--- src/rtl/ecb_pkg.sv ---
package ecb_pkg;
  localparam int N_CNT = 4;
  localparam int N_SML = 3;
  localparam logic [2:0] A_VLO = 3'd0;
  localparam logic [2:0] A_VHI = 3'd1;
  localparam logic [2:0] A_CRC = 3'd2;
  localparam logic [2:0] A_OOF = 3'd3;
  localparam logic [2:0] A_FER = 3'd4;
  typedef enum logic [1:0] {IX_VIOL = 2'd0, IX_CRC = 2'd1, IX_OOF = 2'd2, IX_FER = 2'd3} cnt_idx_e;
endpackage

--- src/rtl/ecb_cnt.sv ---
module ecb_cnt #(
  parameter int W = 8
) (
  input  logic         clk,
  input  logic         rst,
  input  logic         hold_zero,
  input  logic         ld,
  input  logic [W-1:0] ld_val,
  input  logic         clr,
  input  logic         inc,
  output logic [W-1:0] cnt,
  output logic         sat_hit
);
  localparam logic [W-1:0] FULL = {W{1'b1}};
  localparam logic [W-1:0] ONE  = {{(W-1){1'b0}}, 1'b1};

  logic full;
  assign full    = (cnt == FULL);
  assign sat_hit = inc & full & ~ld & ~clr & ~hold_zero;

  always_ff @(posedge clk) begin
    if (rst || hold_zero) begin
      cnt <= '0;
    end else if (ld) begin
      cnt <= ld_val;
    end else if (clr) begin
      cnt <= inc ? ONE : '0;
    end else if (inc && !full) begin
      cnt <= cnt + ONE;
    end
  end
endmodule

--- src/rtl/ecb_irq.sv ---
module ecb_irq #(
  parameter int N = 4
) (
  input  logic         clk,
  input  logic         rst,
  input  logic [N-1:0] hit,
  input  logic [N-1:0] mask,
  input  logic         clr,
  output logic [N-1:0] stat,
  output logic         irq_n
);
  logic [N-1:0] stat_nxt;
  assign stat_nxt = (stat & {N{~clr}}) | hit;

  always_ff @(posedge clk) begin
    if (rst) begin
      stat  <= '0;
      irq_n <= 1'b1;
    end else begin
      stat  <= stat_nxt;
      irq_n <= ~|(stat_nxt & mask);
    end
  end
endmodule

--- src/rtl/err_cnt_bank.sv ---
module err_cnt_bank
  import ecb_pkg::*;
#(
  parameter int DW = 8,
  parameter int AW = 3
) (
  input  logic          clk,
  input  logic          rst,
  input  logic          ev_viol,
  input  logic          ev_crc,
  input  logic          ev_oof,
  input  logic          ev_fpat,
  input  logic          ev_spat,
  input  logic          sync_lost,
  input  logic          ext_mode,
  input  logic          fe_both,
  input  logic          auto_clr,
  input  logic [N_CNT-1:0] irq_mask,
  input  logic          wr_en,
  input  logic          rd_en,
  input  logic [AW-1:0] addr,
  input  logic [DW-1:0] wdata,
  input  logic          stat_rd,
  output logic [DW-1:0] rdata,
  output logic [N_CNT-1:0] sat_stat,
  output logic          irq_n
);
  localparam int VW = 2 * DW;

  logic          clr_all;
  logic [DW-1:0] viol_stage;
  logic [VW-1:0] viol_cnt;
  logic          viol_hit;
  logic [DW-1:0] sm_cnt [N_SML];
  logic [N_SML-1:0] sm_inc, sm_ld, sm_hold, sm_hit;
  logic          fe_ev;
  logic [N_CNT-1:0] hit;

  assign clr_all = auto_clr & rd_en;
  // frame-error source selection depends on framing mode
  assign fe_ev = ev_fpat | (~ext_mode & fe_both & ev_spat);

  always_comb begin
    sm_inc[0]  = ev_crc & ~sync_lost;
    sm_inc[1]  = ev_oof & ~sync_lost;
    sm_inc[2]  = fe_ev  & ~sync_lost;
    sm_hold    = {2'b00, ~ext_mode};
  end

  always_ff @(posedge clk) begin
    if (rst) begin
      viol_stage <= '0;
    end else if (wr_en && addr == AW'(A_VLO)) begin
      viol_stage <= wdata;
    end
  end

  ecb_cnt #(.W(VW)) u_viol (
    .clk(clk), .rst(rst), .hold_zero(1'b0),
    .ld(wr_en && addr == AW'(A_VHI)), .ld_val({wdata, viol_stage}),
    .clr(clr_all), .inc(ev_viol), .cnt(viol_cnt), .sat_hit(viol_hit)
  );

  for (genvar i = 0; i < N_SML; i++) begin : g_sml
    assign sm_ld[i] = wr_en && (addr == AW'(A_CRC) + AW'(i));
    ecb_cnt #(.W(DW)) u_cnt (
      .clk(clk), .rst(rst), .hold_zero(sm_hold[i]),
      .ld(sm_ld[i]), .ld_val(wdata),
      .clr(clr_all), .inc(sm_inc[i]), .cnt(sm_cnt[i]), .sat_hit(sm_hit[i])
    );
  end

  assign hit = {sm_hit, viol_hit};

  ecb_irq #(.N(N_CNT)) u_irq (
    .clk(clk), .rst(rst), .hit(hit), .mask(irq_mask), .clr(stat_rd),
    .stat(sat_stat), .irq_n(irq_n)
  );

  always_ff @(posedge clk) begin
    if (rst) begin
      rdata <= '0;
    end else if (rd_en) begin
      case (addr)
        AW'(A_VLO): rdata <= viol_cnt[DW-1:0];
        AW'(A_VHI): rdata <= viol_cnt[VW-1:DW];
        AW'(A_CRC): rdata <= sm_cnt[0];
        AW'(A_OOF): rdata <= sm_cnt[1];
        AW'(A_FER): rdata <= sm_cnt[2];
        default:    rdata <= '0;
      endcase
    end
  end
endmodule

--- config.mk ---
export PLATFORM = sky130hd
export DESIGN_NAME = err_cnt_bank
export DESIGN_NICKNAME = d
export VERILOG_FILES = /design/src/rtl/ecb_pkg.sv /design/src/rtl/ecb_cnt.sv /design/src/rtl/ecb_irq.sv /design/src/rtl/err_cnt_bank.sv
export SDC_FILE = /design/constraint.sdc
export NUM_CORES = 1
export LEC_CHECK = 0
export ABC_CLOCK_PERIOD_IN_PS = 2100
export BUFFER_PORTS_ARGS = -buffer_cell sky130_fd_sc_hd__buf_2
export CELL_PAD_IN_SITES_DETAIL_PLACEMENT = 0
export CELL_PAD_IN_SITES_GLOBAL_PLACEMENT = 2
export CORE_MARGIN = 2
export CORE_UTILIZATION = 25
export CTS_CLUSTER_SIZE = 10
export DETAILED_ROUTE_END_ITERATION = 10
export HOLD_SLACK_MARGIN = 0.1
export PLACE_DENSITY_LB_ADDON = 0.15
export SLEW_MARGIN = 0
export SYNTH_ARGS = -nofsm -noshare
export SYNTH_HDL_FRONTEND = slang
export SYNTH_SLANG_ARGS = --single-unit
--- constraint.sdc ---
create_clock -name clk -period 2.1 [get_ports clk]
set_input_delay 0.315 -clock clk [delete_from_list [all_inputs] [get_ports clk]]
set_output_delay 0.315 -clock clk [all_outputs]
set_load 0.01 [all_outputs]
==> reports/summary.txt <==
vias in the first global route - 3748
CTS tree - yes
Post-CTS Setup Inserts - 0
Post-Synth Simple-Gate Area - 27.9%
total die area - 0.0164 sq mm
Ys Warns - 0
Area growth, synth to finish - 22.6%
top-area cell type share of the netlist area - 31.8%
reg2reg setup slack - 0.12 ns
post-DP HPWL - 10600 um
final hold viol count - 0
GRT Total Usage - 18.3%
DR vias - 3996
core area - 0.0151 sq mm
hold crit path type - input pin to register
sequential share of the synthesized area - 31.8%
crit path DAT - 2.21 ns
Post-synth ARST share - 0%
Max clock buf depth - 2
DRC violations left - 0
Chip Width - 128 um
ANT cells - 0
largest net degree at the start of global routing - 35
Worst R2R Path Depth - 6
hold depth - 3
Filler Cell Count - 1681
die height - 128 um
Worst Path Class, Setup - register to register
multiplexer area fraction after synthesis - 2.58%
initial core utilization - 25.4%
Syn Area/Cell - 7.71 sq um
Wirelength per Cell - 19.6 um
hold_sp - irq_mask[1]
global placement routability congestion - 0.822
clock skew - 0.00785 ns
fin crit period - 1.98 ns
# rows - 45
gr ovfl total - 0
Tot Pwr - 3.31 mW
Synth cell types - 68
Core Util, Final - 31.2%
first-pass GRT wire length - 22500 um
htree depth - 3
worst vdd ir - 346 uV
run status - completed
CTS Buf Count - 9
Leak - 1.73 nW
final setup vio count - 0
post-route ant nets - 0
Synth Area in Compound Gates - 29.8%
Place WS - 0.00422 ns
I/O Buffers - 41
drt first pass iters - 5
hold buffers post-CTS - 0
layout cells sized above 1 - 21.5%
post-synth net total - 531
final non-filler cell total - 742
I/O pin cnt - 42
r2r endpoint - u_irq.irq_n
ys flop type - dfxtp_1
clk sinks - 61
Syn Inst Count - 498
#FFs+latches synth - 61
final period utilization - 94.3%
Cell Pwr Density - 704 mW/mm^2
CP Capture Type - register
Slew headroom - 56.2%
CP startpoint kind - register
NumNets Final - 582
Worst Tran Pin Value - 0.658 ns
DR vias/cell - 5.39
RSZ-0062 raised after global routing - no
Synth area leaders - dfxtp_1, a21oi_1, nand2_1
XOR/XNOR Fraction of Synth Area - 1.14%
Synth Area in Adders - 1.30%
Synth area leader - dfxtp_1
clock-pin slew on the worst setup and hold paths - 0.05 ns
CTS root buf - clkbuf_16
crit path max fanout - 6
main combinational cell family by area after synthesis - compound AO/OA/AOI/OAI gates
cell area after synthesis - 0.00384 sq mm
max capacitance violation total - 0
final wirelength - 14500 um
final worst slack - 0.119 ns
initial drt markers - 289
critical path required time - 2.33 ns
Post-synth EDFFs - 0
initial antenna violation count - 0
f_max - 0.505 GHz
clk_lat worst skew - 0.34 ns
Fin Setup TNS - 0 ns
final slew viol count - 0
WHS Endpoint - u_irq.irq_n
DP Cell Count - 726
Reg-to-Reg Start - u_viol.cnt[0]
-- registers in the layout, indices dropped and copies added, names as in the netlist --
signal and cells:
u_irq.irq_n 1, rdata 8, u_viol.cnt 16, g_sml.u_cnt.cnt 24, u_irq.stat 4, viol_stage 8
-- worst max-delay path, cell delays in order, from the launching register on --
cell      delay, ns
dfxtp_1        0.33
ha_1           0.22
nand3_2        0.14
or4_4          0.59
nor4_2         0.39
a221oi_1       0.09
o21a_1         0.12
-- power by group --
group          switching (mW)  leakage [nW]  internal, mW  total (mW)
logic                   0.271          1.07         0.157       0.428
clock network           0.566         0.163          1.10        1.67
registers              0.0315         0.494          1.19        1.22
-- routing by layer --
layer  GRT usage (%)  vias up  wire length [um]
met2            26.8      101              6240
met4            6.79        0               298
li1                -     1978                 -
met5               0        -                 0
met1            26.1     1899              7230
met3            3.96       18               753
-- cells in the final DEF, fill, tap and decap left out, types with 9 or more instances in the layout --
cell type / synthesis / layout
nand2_1: 66 / 66
dfxtp_1: 61 / 61
a21oi_1: 58 / 58
nor2_1: 44 / 44
buf_2: 12 / 41
buf_4: 1 / 37
a22oi_1: 20 / 20
a211oi_1: 19 / 19
nand3_1: 15 / 15
nand4_1: 11 / 11
nor3_1: 11 / 11
o21ai_0: 11 / 11
nand2b_1: 10 / 10
nor2b_1: 10 / 10
clkbuf_16: 0 / 9
-- cell families (layout without fill, tap and decap cells) --
group           Yosys count  after routing
simple gates            209            209
xor+xnor                  5              5
mux                       9              9
buf+inv                  43             99
compound gates          167            167
flops                    61             61
fa+ha+maj                 4              4
-- worst max-delay path by stage --
| stage | start | to | slack (ns) | cells past startpoint |
|---|---|---|---|---|
| global route | u_viol.cnt[1] | u_irq.irq_n | 0.007 | 6 |
| global placement | u_viol.cnt[0] | u_irq.irq_n | 0.15 | 6 |
| floorplan | u_viol.cnt[0] | u_viol.cnt[0] | 0.14 | 7 |
| CTS | u_viol.cnt[1] | u_irq.irq_n | 0.11 | 6 |
| detailed placement | u_viol.cnt[1] | u_irq.irq_n | 0.004 | 6 |
| finish | u_viol.cnt[0] | u_irq.irq_n | 0.12 | 6 |
-- repair_timing --
item / in CTS / in global routing
setup endpoints to repair: 1 / 2
resized for setup: 1 / 2
endpoints found under the hold margin: 0 / 0
-- metrics by stage --
| step | instance area (sq um) | hold WS, ns |
|---|---|---|
| after floorplan | 3840 | 0.428 |
| after global placement | 4360 | 0.451 |
| after detailed placement | 4360 | 0.453 |
| after CTS | 4700 | 0.279 |
| after global routing | 4710 | 0.313 |
| final | 4710 | 0.286 |
-- cell type report --
type                       instances  area [sq um]  area share [%]
clock buffer                      12           256            5.45
timing repair buffer              78           483            10.3
sequential                        61          1220            26.0
tap                              188           235            5.00
inverter                           5          18.8           0.399
clock inverter                     4          70.1            1.49
multi-input combinational        394          2420            51.4
-- cells in the mapped netlist (all sizes together), types with 11 or more instances --
cell and number:
o21ai 17, a211oi 21, clkbuf 19, nand3 17, a21oi 58, buf 19, a22oi 20, nor3 11
nand4 11, dfxtp 61, nor2 45, nand2 66
Power figures use the tool's default switching activity.
